==> config.mk <==
export PLATFORM = sky130hd
export DESIGN_NAME = vstart_detect
export DESIGN_NICKNAME = d
export VERILOG_FILES = /design/src/rtl/vsd_pkg.sv /design/src/rtl/vsd_sync_edge.sv /design/src/rtl/vsd_line_counter.sv /design/src/rtl/vsd_region.sv /design/src/rtl/vstart_detect.sv
export SDC_FILE = /design/constraint.sdc
export NUM_CORES = 1
export LEC_CHECK = 0
export CAP_MARGIN = 0
export CELL_PAD_IN_SITES_DETAIL_PLACEMENT = 1
export CELL_PAD_IN_SITES_GLOBAL_PLACEMENT = 2
export CORE_UTILIZATION = 30
export CTS_CLUSTER_SIZE = 30
export DETAILED_ROUTE_END_ITERATION = 8
export DONT_BUFFER_PORTS = 1
export GPL_TIMING_DRIVEN = 1
export PLACE_DENSITY_LB_ADDON = 0.1
export SLEW_MARGIN = 20
export SYNTH_ARGS = -nofsm -noshare
export SYNTH_HDL_FRONTEND = slang
export SYNTH_HIERARCHICAL = 1
export SYNTH_SLANG_ARGS = --single-unit
==> constraint.sdc <==
create_clock -name clk -period 2.6 [get_ports clk]
set_input_delay 0.13 -clock clk [delete_from_list [all_inputs] [get_ports clk]]
set_output_delay 0.13 -clock clk [all_outputs]
set_load 0.05 [all_outputs]
==> src/rtl/vsd_pkg.sv <==
package vsd_pkg;
    localparam int LINE_OFFSET = 17;
    localparam int GUARD_MC    = 2;

    typedef struct packed {
        logic       prev;
        logic [1:0] sync;
    } edge_state_t;
endpackage

==> src/rtl/vsd_sync_edge.sv <==
module vsd_sync_edge
    import vsd_pkg::*;
(
    input  logic clk,
    input  logic rst_n,
    input  logic raw_i,
    input  logic pol_neg_i,
    input  logic ce_i,
    output logic edge_o
);
    edge_state_t st_q, st_d;
    logic        lvl;

    always_comb begin
        st_d      = st_q;
        st_d.sync = {st_q.sync[0], raw_i};
        lvl       = st_q.sync[1] ^ pol_neg_i;
        edge_o    = ce_i & lvl & ~st_q.prev;
        if (ce_i) st_d.prev = lvl;
    end

    always_ff @(posedge clk or negedge rst_n) begin
        if (!rst_n) st_q <= '0;
        else        st_q <= st_d;
    end


    edge_on_ce_chk: assert property (@(posedge clk) disable iff (!rst_n)
        edge_o |-> ce_i);
endmodule

==> src/rtl/vsd_line_counter.sv <==
module vsd_line_counter
    import vsd_pkg::*;
#(
    parameter int CNT_W   = 9,
    parameter int CNT_MAX = 272
) (
    input  logic             clk,
    input  logic             rst_n,
    input  logic             ce_i,
    input  logic             vs_edge_i,
    input  logic             hs_edge_i,
    output logic             tick_o,
    output logic [CNT_W-1:0] line_o
);
    localparam int GW = $clog2(GUARD_MC + 1);

    typedef struct packed {
        logic [CNT_W-1:0] cnt;
        logic [GW-1:0]    guard;
    } cnt_state_t;

    cnt_state_t st_q, st_d;

    always_comb begin
        st_d   = st_q;
        tick_o = 1'b0;
        if (vs_edge_i) begin
            st_d.cnt   = '0;
            st_d.guard = GW'(GUARD_MC);
        end else begin
            if (ce_i && st_q.guard != '0) st_d.guard = st_q.guard - 1'b1;
            if (hs_edge_i && st_q.guard == '0 && st_q.cnt < CNT_W'(CNT_MAX)) begin
                tick_o   = 1'b1;
                st_d.cnt = st_q.cnt + 1'b1;
            end
        end
        line_o = st_d.cnt;
    end

    always_ff @(posedge clk or negedge rst_n) begin
        if (!rst_n) st_q <= '0;
        else        st_q <= st_d;
    end


    cnt_ceiling_chk: assert property (@(posedge clk) disable iff (!rst_n)
        st_q.cnt <= CNT_W'(CNT_MAX));


    frame_restart_chk: assert property (@(posedge clk) disable iff (!rst_n)
        vs_edge_i |=> st_q.cnt == '0);
endmodule

==> src/rtl/vsd_region.sv <==
module vsd_region
    import vsd_pkg::*;
#(
    parameter int POS_W = 8,
    parameter int CNT_W = 9
) (
    input  logic             clk,
    input  logic             rst_n,
    input  logic             wr_hit_i,
    input  logic [POS_W-1:0] wr_data_i,
    input  logic             vs_edge_i,
    input  logic             tick_i,
    input  logic [CNT_W-1:0] line_i,
    output logic             pulse_o,
    output logic             act_o
);
    typedef struct packed {
        logic [POS_W-1:0] pos;
        logic [POS_W-1:0] shadow;
        logic             pulse;
        logic             act;
    } reg_state_t;

    reg_state_t st_q, st_d;
    logic       hit;

    always_comb begin
        st_d       = st_q;
        st_d.pulse = 1'b0;
        hit        = tick_i && (st_q.shadow != '0) &&
                     (line_i == CNT_W'(LINE_OFFSET) + CNT_W'(st_q.shadow));
        if (vs_edge_i) begin
            st_d.shadow = st_q.pos;
            st_d.act    = 1'b0;
        end else if (hit) begin
            st_d.pulse = 1'b1;
            st_d.act   = 1'b1;
        end
        if (wr_hit_i) st_d.pos = wr_data_i;
    end

    always_ff @(posedge clk or negedge rst_n) begin
        if (!rst_n) st_q <= '0;
        else        st_q <= st_d;
    end

    assign pulse_o = st_q.pulse;
    assign act_o   = st_q.act;


    pulse_width_chk: assert property (@(posedge clk) disable iff (!rst_n)
        st_q.pulse |=> !st_q.pulse);


    pulse_sets_act_chk: assert property (@(posedge clk) disable iff (!rst_n)
        st_q.pulse |-> st_q.act);


    zero_disabled_chk: assert property (@(posedge clk) disable iff (!rst_n)
        st_q.pulse |-> st_q.shadow != '0);
endmodule

==> src/rtl/vstart_detect.sv <==
module vstart_detect
    import vsd_pkg::*;
#(
    parameter int NUM_REGIONS = 2,
    parameter int POS_W       = 8,
    parameter int MC_DIV      = 4,
    localparam int SEL_W      = (NUM_REGIONS > 1) ? $clog2(NUM_REGIONS) : 1
) (
    input  logic                   clk,
    input  logic                   rst_n,
    input  logic                   hs_in,
    input  logic                   vs_in,
    input  logic                   hs_pol_neg,
    input  logic                   vs_pol_neg,
    input  logic                   wr_en,
    input  logic [SEL_W-1:0]       wr_sel,
    input  logic [POS_W-1:0]       wr_data,
    output logic [NUM_REGIONS-1:0] start_pulse,
    output logic [NUM_REGIONS-1:0] region_act
);
    localparam int CNT_MAX = LINE_OFFSET + (1 << POS_W) - 1;
    localparam int CNT_W   = $clog2(CNT_MAX + 1);
    localparam int MC_W    = (MC_DIV > 1) ? $clog2(MC_DIV) : 1;

    logic [MC_W-1:0]  mc_q, mc_d;
    logic             ce;
    logic             hs_edge, vs_edge, tick;
    logic [CNT_W-1:0] line;

    always_comb begin
        ce   = (mc_q == MC_W'(MC_DIV - 1));
        mc_d = ce ? '0 : mc_q + 1'b1;
    end

    always_ff @(posedge clk or negedge rst_n) begin
        if (!rst_n) mc_q <= '0;
        else        mc_q <= mc_d;
    end

    vsd_sync_edge u_hs (
        .clk(clk), .rst_n(rst_n), .raw_i(hs_in), .pol_neg_i(hs_pol_neg),
        .ce_i(ce), .edge_o(hs_edge)
    );

    vsd_sync_edge u_vs (
        .clk(clk), .rst_n(rst_n), .raw_i(vs_in), .pol_neg_i(vs_pol_neg),
        .ce_i(ce), .edge_o(vs_edge)
    );

    vsd_line_counter #(.CNT_W(CNT_W), .CNT_MAX(CNT_MAX)) u_cnt (
        .clk(clk), .rst_n(rst_n), .ce_i(ce), .vs_edge_i(vs_edge),
        .hs_edge_i(hs_edge), .tick_o(tick), .line_o(line)
    );

    for (genvar g = 0; g < NUM_REGIONS; g++) begin : g_region
        vsd_region #(.POS_W(POS_W), .CNT_W(CNT_W)) u_reg (
            .clk(clk), .rst_n(rst_n),
            .wr_hit_i(wr_en && (wr_sel == SEL_W'(g))),
            .wr_data_i(wr_data), .vs_edge_i(vs_edge), .tick_i(tick),
            .line_i(line), .pulse_o(start_pulse[g]), .act_o(region_act[g])
        );
    end


    frame_clears_act_chk: assert property (@(posedge clk) disable iff (!rst_n)
        vs_edge |=> region_act == '0);
endmodule

### Word level (Yosys, flattened, before mapping)

Index checks and enable logic that the tools add are counted.

| storage, ports and cells | value |
|---|---|
| register bits after elaboration | 55 |
| input bits | 16 |
| output and inout bits | 4 |
| word-level logic and storage cells | 61 |

| operators by class | value |
|---|---|
| add/subtract/negate cells | 5 |
| magnitude comparators | 1 |
| equal/unequal tests | 3 |
| mux-type cells | 12 |
| bitwise logic cells | 9 |
| reduce and logical (&&, ||, !) cells | 16 |

Operators with widths:

| operator | number |
|---|---|
| $add A5 B8 Y9 const A | 2 |
| $eq A9 B9 Y1 | 2 |
| $reduce_bool A8 Y1 | 2 |
| $mux W11 | 1 |
| $add A9 B1 Y9 const B | 1 |
| $logic_and A1 B1 Y1 | 9 |
| $lt A9 B9 Y1 const B | 1 |
| $mux W9 | 1 |
| $mux W2 | 4 |
| $reduce_bool A2 Y1 | 4 |
| $mux W1 | 6 |
| $and A1 B1 Y1 | 4 |
| $not A1 Y1 | 3 |
| $add A2 B1 Y2 const B | 1 |
| $eq A2 B2 Y1 const B | 1 |
| $logic_not A2 Y1 | 1 |
| $sub A2 B1 Y2 const B | 1 |
| $xor A1 B1 Y1 | 2 |

### Depth between registers and ports, before layout

Gate-level depths: netlist of the first run.

| logic depth | value |
|---|---|
| depth after elaboration | 11 |
| gate-level depth with buffers | 11 |
| depth with buffers taken out | 10 |

### Hierarchy

Netlist of the first run, hierarchy kept.

By module, submodules not included:

| module | instances | cells each | area an instance (sq um) |
|---|---|---|---|
| vsd_region | 2 | 84 | 997.2 |
| vsd_line_counter | 1 | 69 | 654.4 |
| vsd_sync_edge | 2 | 7 | 105.1 |
| vstart_detect | 1 | 6 | 82.6 |

### Worst setup path after synthesis of the first run

No wires, ideal clock.

| path | value |
|---|---|
| path type | register to register |
| start | reg mc_q[0] |
| end | reg g_region[0].u_reg.st_q, in the netlist g_region[0].u_reg/act_o |
| library setup time | 0.095 ns |
| data arrival time | 2.603 ns |
| required time | 2.505 ns |
| slack | -0.098 ns |
| cell stages (with the launch flop) | 11 |
| buffers on the path | 1 |
| clock period less this slack | 2.698 ns |
| cells stage by stage | dfrtp_1 > ha_1 > nor3b_2 > nand4b_1 > or4_2 > a21oi_1 > buf_4 > xnor2_1 > nor4_1 > a21oi_1 > o32ai_2 |

RTL lines:

| element | line | source |
|---|---|---|
| start: declaration | vstart_detect.sv:25 | `logic [MC_W-1:0] mc_q, mc_d;` |
| start signal: assignment | vstart_detect.sv:37 | `else mc_q <= mc_d;` |
| end signal: assignment | vsd_region.sv:44 | `else st_q <= st_d;` |
| end: declaration | vsd_region.sv:24 | `reg_state_t st_q, st_d;` |

### Worst setup path in the final report of the first run

| path | value |
|---|---|
| start | reg u_hs/st_q[1] (netlist bit) |
| end | reg g_region[0].u_reg.st_q, in the netlist g_region[0].u_reg/act_o |

| between the ends | value |
|---|---|
| cells in the longest elaborated chain, start to end | 10 |
| elaborated cells on any way between the ends | 13 |

Ends and longest elaborated chain:

| element | line | source |
|---|---|---|
| start: declaration | vsd_sync_edge.sv:11 | `edge_state_t st_q, st_d;` |
| start signal: assignment | vsd_sync_edge.sv:24 | `else st_q <= st_d;` |
| $xor A1 B1 Y1 | vsd_sync_edge.sv:17 | `lvl = st_q.sync[1] ^ pol_neg_i;` |
| $and A1 B1 Y1 (2 in series) | vsd_sync_edge.sv:18 | `edge_o = ce_i & lvl & ~st_q.prev;` |
| named net hs_edge | vstart_detect.sv:27 | `logic hs_edge, vs_edge, tick;` |
| $logic_and A1 B1 Y1 (2 in series) | vsd_line_counter.sv:32 | `if (hs_edge_i && st_q.guard == '0 && st_q.cnt < CNT_W'(CNT_MAX)) begin` |
| $mux W9 | vsd_line_counter.sv:32 |  |
| $mux W11 | vsd_line_counter.sv:27 | `if (vs_edge_i) begin` |
| named net line[6] | vstart_detect.sv:28 | `logic [CNT_W-1:0] line;` |
| $eq A9 B9 Y1 | vsd_region.sv:31 | `(line_i == CNT_W'(LINE_OFFSET) + CNT_W'(st_q.shadow));` |
| $logic_and A1 B1 Y1 | vsd_region.sv:30 | `hit = tick_i && (st_q.shadow != '0) &&` |
| $reduce_bool A2 Y1 (no line) | n/a |  |

The timed path passes the listed nets, and every way through them passes these cells.
A chain may end at the register's enable or synchronous reset.

==> metrics.cfg, run 1 <==
[status]
outcome = complete, but fails checks
failed_checks = setup timing

[placement]
portBuffers = 0
place_inst = 386
place_area_sq_um = 3130
place_ws_ns = -0.129
hpwlAfterDp_mm = 4.66
place.gp.congestion = 0.696

[floorplanning]
die_x_microns = 101
dieArea_sq_um = 10200
row_count = 35
io-pin-count = 20
start_util_pct = 31.4
die_y_microns = 101
coreArea_sq_um = 9370

[power_and_ir_drop]
swShare_pct = 35.3
switching_power_mw = 0.860
seq_power_share_pct = 51.4
finalPower_mw = 2.43
comb_power_share_pct = 27.3
clkPwrFrac_pct = 21.3
power_density_nw_per_um2 = 692
leakage_nw = 1.41
ir_drop_v = 0.000284
p_int_mw = 1.57

[clocking]
cts-root-buf = clkbuf_8
cts_tree = yes
max-clock-path-buffers = 2
cts-htree-levels = 2
tritoncts.num_buffers = 5
clk_latency_ns = 0.31
clk_pin_slew_ns = 0.11
cts_sinks = 55

[timing]
fin_crit_sh_pct = 101
fin_worst_skew_ns = 0.0102
period_minus_slack_ns = 2.63
slew_headroom_pct = 63.4
worst_pin_slew_ns = 0.548
fin_ws_ns = -0.0324
setup_viol = 3
finalHoldViolCount = 0
rsz0062_at_grt = yes
maxSlewViolCount = 0
max_freq_ghz = 0.380

[global_route]
grt_max_degree = 56
grt_pass1_vias = 2140
overflow = 0
grt_pass1_wl_mm = 11.3
antenna_found_initial = 0
grt_usage_pct = 14.5

[yosys]
synth_cells = 257
synthDistinctLibCells = 43
ys_warn_count = 6
ys_seq_area_share_pct = 46.8
synth_edf_count = 0
synthesis.area_sq_um = 2940
synth_seq_cells = 55
synthesis.nets = 280
syn_avg_cell_area_sq_um = 11.4
ys_async_sr_fraction_pct = 100
synth-main-ff-cell = dfrtp_1

[detailed_routing]
drt_iter0_markers = 67
wl_mm = 6.55
vias_per_cell = 4.86
wl_per_cell_microns = 15.9
drt_pre_antenna_iters = 3
drtAntennaViolNets = 0
vias = 2006
drc_errors = 0

[min_path]
hold_class = in2reg
worstHoldStart = vs_pol_neg
worstHoldPathCells = 2
min_to = u_vs/st_q[2]$_DFFE_PN0P_

[final_layout]
fin_nets = 306
drive_gt1_share_pct = 33.1
synthToLayoutAreaGrowth_pct = 19.7
final_cell_area_sq_um = 3520
fin_cells = 413
num_antenna_cells = 0

[worst_setup_path]
r2r-start = u_hs/st_q[1]$_DFF_PN0_
cp_max_fo = 5
cp.required_ns = 2.83
critical_path_arrival_ns = 2.86
worst-r2r-setup-slack_ns = -0.03
crit_buf_inv = 2
slowest_stage = or4_1
crit_type = reg2reg
path_cells = xnor2_2 -> nor3b_4 -> nand4b_1 -> buf_4 -> or4_1 -> a21oi_1 -> buf_4 -> a21boi_4 -> and3b_1 -> nor3_2 -> o32ai_2
crit_family = simple AND/OR/NAND/NOR gates
cpPeakStageDelay_ns = 0.47
r2r_cells = 11
crit_top_cell = buf_4
startpoint_type = flip-flop
endpoint_kind = flip-flop
worstReg2RegEnd = g_region[0].u_reg/act_o$_DFFE_PN0P_

[run]
maxCapViolations = 0

[logic make-up (layout without fill, tap and decap cells)]
group	after synthesis	in the layout	share of synthesized area (%)
simple gates	69	69	14.6
flops	55	55	46.8
compound gates	43	43	11.4
mux	32	32	12.1
buf+inv	32	59	6.51
xor+xnor	19	19	5.66
fa+ha+maj	7	7	2.98
[final cells by class]
type,instances,area (sq um)
Multi-Input combinational cell,170,1510
Fill cell,1047,5850
Clock inverter,3,27.5
Tap cell,129,161
Clock buffer,5,68.8
Sequential cell,55,1380
Timing Repair Buffer,38,330
Inverter,13,48.8
[worst register-to-register path: stages, from the launching register on]
cell and delay (ns):
dfrtp_1 0.41, xnor2_2 0.16, nor3b_4 0.24, nand4b_1 0.16
buf_4 0.18, or4_1 0.47, a21oi_1 0.14, buf_4 0.15
a21boi_4 0.20, and3b_1 0.21, nor3_2 0.06, o32ai_2 0.19
[layout by cell type (no fill, tap or decap), drive strengths merged, types with 6 or more instances in the layout]
master	n
dfrtp	55
mux2	28
buf	27
inv	15
a21oi	14
xnor2	13
dlygate4sd3	11
o21ai	11
nor2	9
nand3	9
nor3	9
nand2	8
ha	7
xor2	6
[cells in the mapped netlist, types with 2 or more instances]
cell | instances | share of area [%]
a21boi_0 | 2 | 0.51
a21oi_1 | 14 | 2.4
a31o_1 | 2 | 0.60
a41oi_4 | 2 | 1.9
and3_1 | 2 | 0.43
and3b_1 | 2 | 0.60
buf_4 | 9 | 2.3
buf_6 | 5 | 1.9
clkbuf_1 | 5 | 0.64
dfrtp_1 | 55 | 47
ha_1 | 7 | 3.0
inv_1 | 13 | 1.7
mux2_2 | 28 | 11
mux2i_1 | 4 | 1.4
nand2_1 | 8 | 1.0
nand3_1 | 9 | 1.5
nand3b_1 | 2 | 0.51
nand4b_1 | 3 | 0.89
nor2_1 | 9 | 1.1
nor3_1 | 7 | 1.2
nor3_2 | 2 | 0.68
nor3b_1 | 3 | 0.77
nor3b_2 | 2 | 0.85
nor4_1 | 4 | 0.85
nor4b_1 | 2 | 0.60
o21ai_0 | 11 | 1.9
o221a_2 | 2 | 0.77
o31ai_1 | 4 | 1.0
o32ai_2 | 2 | 1.1
or3_1 | 3 | 0.64
or3b_2 | 2 | 0.60
or4_1 | 4 | 1.0
xnor2_1 | 13 | 3.9
xor2_1 | 6 | 1.8
[layer usage]
layer / part of all wire [%] / track usage [%]
met5: 0 / 0
met4: 0.55 / 3.34
met3: 1.8 / 2.29
met2: 48 / 23.8
met1: 49 / 20.0
[per-stage QoR]
stage	utilization (%)	setup TNS, ns	hold slack (ns)
4_1_cts	37.1	-0.0669	0.0964
3_3_place_gp	33.4	-0.379	-0.164
3_5_place_dp	33.4	-0.391	-0.164
2_1_floorplan	-	0	-0.166
6_report	37.6	-0.0475	0.114
5_1_grt	37.6	-0.905	0.106
[worst max-delay path by stage]
stage                                 from                             endpoint  slack (ns)  depth (start not counted)
floorplan                mc_q[0]$_DFF_PN0_  g_region[0].u_reg/act_o$_DFFE_PN0P_        0.06                         11
global route        u_hs/st_q[1]$_DFF_PN0_  g_region[1].u_reg/act_o$_DFFE_PN0P_       -0.24                         11
CTS                 u_hs/st_q[1]$_DFF_PN0_  g_region[1].u_reg/act_o$_DFFE_PN0P_       -0.03                         11
detailed placement  u_hs/st_q[1]$_DFF_PN0_  g_region[0].u_reg/act_o$_DFFE_PN0P_       -0.13                          9
finish              u_hs/st_q[1]$_DFF_PN0_  g_region[0].u_reg/act_o$_DFFE_PN0P_       -0.03                         11
global placement    u_hs/st_q[1]$_DFF_PN0_  g_region[0].u_reg/act_o$_DFFE_PN0P_       -0.11                          9
[timing repair]
action	in CTS	in global routing
pin swaps	8	2
hold endpoints to repair	73	0
gates resized for setup	16	7
hold buffers	12	0
endpoints found under the setup margin	4	4
buffers inserted	5	1
gates cloned	1	0
[registers in the layout, indices dropped and copies added, names as in the netlist, 2 cells and up]
name,cells
u_vs/st_q,2
g_region.u_reg/pulse_o,2
g_region.u_reg/st_q,32
u_cnt/st_q,11
u_hs/st_q,2
mc_q,2
g_region.u_reg/act_o,2
[power by group through the flow]
stage / Sequential (mW) / Combinational (mW) / Clock (mW)
3_5_place_dp: 1.26 / 0.568 / 0
5_1_grt: 1.28 / 0.741 / 0.583
6_report: 1.25 / 0.664 / 0.520
2_1_floorplan: 1.15 / 0.569 / 0
3_3_place_gp: 1.26 / 0.561 / 0
4_1_cts: 1.25 / 0.643 / 0.557
(Power assumes the default switching activity.)
==> run 2, diff against run 1 <==
Settings changed: CTS_BUF_LIST set to sky130_fd_sc_hd__clkbuf_4 sky130_fd_sc_hd__clkbuf_8, SETUP_SLACK_MARGIN set to 0.05.
==> run 2 against run 1 <==
Net effect:
- the run still ends with setup timing left
- final cell count unchanged
- register-to-register slack hardly changed
- maximum frequency did not move
- count of clock-buffer cells in the layout did not move
- critical path type unchanged
==> metrics.cfg, run 2 (synthesis results as in run 1) <==
[final_layout]
fin_nets = 306
num_antenna_cells = 0
final_common_cell = dfrtp_1
largest-register = g_region.u_reg/st_q
fin_cells = 413
largest_register_ffs = 32
drive_gt1_share_pct = 33.1
top_regs = g_region.u_reg/st_q x32, u_cnt/st_q x11
synthToLayoutAreaGrowth_pct = 19.7
layout_common_cells = 55 x dfrtp_1, 28 x mux2_2, 25 x buf_4

[clocking]
cts-htree-levels = 2
cts_tree = yes
max-clock-path-buffers = 2
tritoncts.num_buffers = 5
clk_latency_ns = 0.31
clk_pin_slew_ns = 0.11
cts-root-buf = clkbuf_8
cts_sinks = 55

[worst_setup_path]
path_cells = xnor2_2 -> nor3b_4 -> nand4b_1 -> buf_4 -> or4_1 -> a21oi_1 -> buf_4 -> a21boi_4 -> and3b_1 -> nor3_2 -> o32ai_2
startpoint_type = flip-flop
slowest_stage = or4_1
endpoint_kind = flip-flop
critical_path_arrival_ns = 2.86
cpPeakStageDelay_ns = 0.47
crit_type = reg2reg
worst-r2r-setup-slack_ns = -0.03
crit_buf_inv = 2
crit_family = simple AND/OR/NAND/NOR gates
crit_top_cell = buf_4
cp_max_fo = 5
cp.required_ns = 2.83

[global_route]
grt_pass1_vias = 2139
grt_max_degree = 56
overflow = 0
antenna_found_initial = 0
grt_usage_pct = 14.5
grt_pass1_wl_mm = 11.3

[floorplanning]
row_count = 35
start_util_pct = 31.4
die_x_microns = 101
io-pin-count = 20
coreArea_sq_um = 9370
dieArea_sq_um = 10200
die_y_microns = 101

[detailed_routing]
wl_per_cell_microns = 15.9
drtAntennaViolNets = 0
drt_pre_antenna_iters = 3
vias = 2006
wl_mm = 6.55
wl_met2_mm = 3.16
vias_per_cell = 4.86
drc_errors = 0
wl_met3_microns = 120
wl_met1_mm = 3.23
drt_iter0_markers = 67
top_layer_used = met4

[power_and_ir_drop]
power_density_nw_per_um2 = 692
ir_drop_v = 0.000284
leakage_nw = 1.41

[timing]
maxSlewViolCount = 0
setup_tns_ns = -0.0475
fin_worst_skew_ns = 0.0102
finalHoldViolCount = 0
max_freq_ghz = 0.380
fin_crit_sh_pct = 101
setup_viol = 3
fin_ws_ns = -0.0324
period_minus_slack_ns = 2.63
worst_pin_slew_ns = 0.548
slew_headroom_pct = 63.4
rsz0062_at_grt = yes

[status]
failed_checks = setup timing
outcome = complete, but fails checks

[placement]
place.gp.congestion = 0.696
hpwlAfterDp_mm = 4.66
portBuffers = 0
place_inst = 386

[run]
maxCapViolations = 0

[min_path]
hold_class = in2reg

-- run 2: cell counts in the layout (fill, tap and decap cells not counted) --
Identical to the previous run, type by type.
-- run 2: report_power, final --
group          leakage (nW)  switching [mW]  total (mW)  internal (mW)
clock                0.0467           0.319       0.520          0.201
sequential            0.677           0.250        1.25           1.00
combinational         0.691           0.292       0.664          0.372
total                  1.41           0.860        2.43           1.57
-- run 2: area by class of cell --
type | count | area (sq um)
clock inverters | 3 | 27.5
inverters | 13 | 48.8
flip-flops and latches | 55 | 1380
clock buffers | 5 | 68.8
multi-input cells | 170 | 1510
well taps | 129 | 161
repair buffers | 38 | 330
fillers | 1047 | 5850
-- run 2: worst reg2reg max path: stages (launching register included) --
cell and delay, ns:
dfrtp_1 0.41, xnor2_2 0.16, nor3b_4 0.24, nand4b_1 0.16, buf_4 0.18, or4_1 0.47
a21oi_1 0.14, buf_4 0.15, a21boi_4 0.20, and3b_1 0.21, nor3_2 0.06, o32ai_2 0.19
-- run 2: path summary, 6_finish.rpt --
check | from | endpoint | cells after the start
worst max-delay path | u_hs/st_q[1]$_DFF_PN0_ | g_region[0].u_reg/act_o$_DFFE_PN0P_ | 11
worst min-delay path | vs_pol_neg | u_vs/st_q[2]$_DFFE_PN0P_ | 2
worst max register to register | u_hs/st_q[1]$_DFF_PN0_ | g_region[0].u_reg/act_o$_DFFE_PN0P_ | 11
worst min register to register | u_hs/st_d[1]$_DFF_PN0_ | u_hs/st_q[1]$_DFF_PN0_ | 0
max in group asynchronous | rst_n | g_region[0].u_reg/st_q[16]$_DFFE_PN0P_ | 2
min in group asynchronous | rst_n | u_cnt/st_q[0]$_DFFE_PN0P_ | 2
-- run 2: stage by stage --
stage | utilization [%] | area, sq um | hold slack [ns] | setup slack [ns] | total power, mW
final | 37.6 | 3520 | 0.114 | -0.0324 | 2.43
after global routing | 37.6 | 3520 | 0.106 | -0.243 | 2.61
after CTS | 37.1 | 3470 | 0.0964 | -0.0345 | 2.45
after detailed placement | 33.4 | 3130 | -0.164 | -0.129 | 1.83
after global placement | 33.4 | 3130 | -0.164 | -0.113 | 1.82
after floorplan | - | 2970 | -0.166 | 0.0647 | 1.71
-- run 2: repair_timing --
item / in CTS / in global routing
gates cloned: 1 / 0
hold buffers: 12 / 0
gates resized for setup: 16 / 7
pin swaps: 8 / 2
setup buffers: 5 / 1
setup endpoints to repair: 4 / 4
endpoints found under the hold margin: 73 / 0
-- run 2: per-layer routing --
metal | global-route usage, % | vias to the layer above
met4 | 3.34 | 0
met5 | 0 | -
met3 | 2.29 | 2
met2 | 23.8 | 15
li1 | - | 969
met1 | 20.0 | 1020
==> run 3, diff against run 2 <==
Settings changed: MAX_ROUTING_LAYER set to met4, PLACE_DENSITY set to 0.61, PLACE_DENSITY_LB_ADDON 0.1 to not set.
==> run 3 against run 2 <==
Net effect:
- non-clock buffer count stayed put
- wire length is 1.4% lower
- critical path depth is 1 higher
- clock power is 7.3% lower
- sequential share of layout area is 0.43 points lower
- the flow still finishes with violations (setup timing)
- clock skew is 0.0038 ns lower
- die area stayed put
- first-iteration DRC count is 21% lower
- count of clock-buffer cells in the layout stayed put
- global-route usage hardly changed
- total power is 1.5% lower
==> metrics.cfg, run 3 (synthesis results as in run 1) <==
[min_path]
worstHoldPathCells = 2
worstHoldStart = hs_pol_neg
min_to = u_hs/st_q[2]$_DFFE_PN0P_
hold_class = in2reg

[detailed_routing]
wl_per_cell_microns = 15.6
drt_iter0_markers = 53
drt_pre_antenna_iters = 4
vias_per_cell = 4.90
drtAntennaViolNets = 0
drc_errors = 0
vias = 2022
wl_mm = 6.46

[worst_setup_path]
startpoint_type = flip-flop
startpoint = u_hs/st_q[1]$_DFF_PN0_
r2r_cells = 12
cp.required_ns = 2.80
critical_path_arrival_ns = 2.85
worst-r2r-setup-slack_ns = -0.05
cp_max_fo = 5
worstReg2RegEnd = g_region[1].u_reg/act_o$_DFFE_PN0P_
endpoint_kind = flip-flop
r2r-start = u_hs/st_q[1]$_DFF_PN0_
crit_type = reg2reg

[power_and_ir_drop]
switching_power_mw = 0.829
comb_power_share_pct = 28.1
power_density_nw_per_um2 = 674
leakage_nw = 1.43
clkPwrFrac_pct = 20.1
finalPower_mw = 2.40
ir_drop_v = 0.000332
p_int_mw = 1.57
seq_power_share_pct = 51.8
swShare_pct = 34.6

[run]
maxCapViolations = 0

[final_layout]
synthToLayoutAreaGrowth_pct = 21.0
num-fill-cells = 1033
fin_nets = 306
layout_common_cells = 55 x dfrtp_1, 28 x mux2_2, 25 x buf_4
largest_register_ffs = 32
fin_cells = 413
top_regs = g_region.u_reg/st_q x32, u_cnt/st_q x11
final_common_cell = dfrtp_1
largest-register = g_region.u_reg/st_q
final_cell_area_sq_um = 3560
drive_gt1_share_pct = 34.9
num_antenna_cells = 0

[timing]
period_minus_slack_ns = 2.65
maxSlewViolCount = 0
worst_pin_slew_ns = 0.593
rsz0062_at_grt = yes
max_freq_ghz = 0.377
fin_worst_skew_ns = 0.00638
fin_ws_ns = -0.0513
setup_viol = 4
slew_headroom_pct = 60.4
finalHoldViolCount = 0
fin_crit_sh_pct = 102

[floorplanning]
die_y_microns = 101
start_util_pct = 31.4
row_count = 35
io-pin-count = 20
coreArea_sq_um = 9370
die_x_microns = 101
dieArea_sq_um = 10200

[placement]
place_area_sq_um = 3140
place_inst = 387
portBuffers = 0
hpwlAfterDp_mm = 4.58
place.gp.congestion = 0.754

[global_route]
grt_pass1_vias = 2139
antenna_found_initial = 0
overflow = 0
grt_pass1_wl_mm = 11.0
grt_usage_pct = 14.4
grt_max_degree = 56

[status]
outcome = complete, but fails checks
failed_checks = setup timing

[clocking]
clk_latency_ns = 0.31
clk_pin_slew_ns = 0.10
max-clock-path-buffers = 2
cts-htree-levels = 2
tritoncts.num_buffers = 5
cts-root-buf = clkbuf_8
cts_sinks = 55
cts_tree = yes

-- run 3: how the worst max path moves through the flow --
stage | to | slack (ns) | cells after the start
after floorplan | g_region[0].u_reg/act_o$_DFFE_PN0P_ | 0.06 | 11
after global placement | g_region[1].u_reg/act_o$_DFFE_PN0P_ | -0.13 | 11
after detailed placement | g_region[1].u_reg/act_o$_DFFE_PN0P_ | -0.15 | 10
after CTS | g_region[0].u_reg/act_o$_DFFE_PN0P_ | -0.08 | 11
after global routing | g_region[0].u_reg/act_o$_DFFE_PN0P_ | -0.23 | 9
final | g_region[1].u_reg/act_o$_DFFE_PN0P_ | -0.05 | 12
-- run 3: power by group through the flow --
stage | Sequential [mW] | Clock [mW] | Combinational (mW)
5_1_grt | 1.28 | 0.539 | 0.758
3_5_place_dp | 1.25 | 0 | 0.581
3_3_place_gp | 1.25 | 0 | 0.562
2_1_floorplan | 1.15 | 0 | 0.569
6_report | 1.24 | 0.482 | 0.673
4_1_cts | 1.24 | 0.511 | 0.647
-- run 3: area by class of cell --
class | instances | area (sq um) | share of cell area [%]
Multi-Input combinational cell | 170 | 1550 | 43.5
Inverter | 13 | 48.8 | 1.37
Timing Repair Buffer | 38 | 337 | 9.46
Tap cell | 129 | 161 | 4.53
Clock buffer | 5 | 68.8 | 1.93
Sequential cell | 55 | 1380 | 38.7
Clock inverter | 3 | 18.8 | 0.527
-- run 3: layer usage --
metal,routed length (microns),vias to the layer above,global-route usage [%]
met1,2920,1026,17.7
met3,122,9,2.29
met4,51,0,3.68
met2,3370,21,24.8
li1,-,966,-
met5,0,-,-
-- run 3: repair_timing --
action	CTS	global route
hold buffers	12	0
setup buffers	1	4
gates cloned	0	1
pin swaps	3	6
hold endpoints to repair	73	0
gates resized for setup	13	20
setup endpoints to repair	4	4
-- run 3: per-stage QoR --
step           hold slack [ns]  worst slack, ns  TNS, ns  utilization, %
6_report                0.0501          -0.0513   -0.137            38.0
4_1_cts                 0.0455          -0.0806   -0.263            36.5
2_1_floorplan           -0.166           0.0647        0               -
3_5_place_dp            -0.164           -0.145   -0.474            33.5
5_1_grt                 0.0530           -0.231   -0.893            38.0
3_3_place_gp            -0.164           -0.131   -0.286            33.5
-- run 3: worst max-delay path: stages, from the launching register on --
cell	delay, ns
dfrtp_1	0.41
xnor2_2	0.16
nor3b_4	0.23
nand4b_1	0.23
buf_4	0.22
or3_4	0.38
a21oi_4	0.15
buf_6	0.14
nor2_1	0.05
mux2i_1	0.17
mux2i_1	0.11
a21oi_2	0.19
o32ai_2	0.11
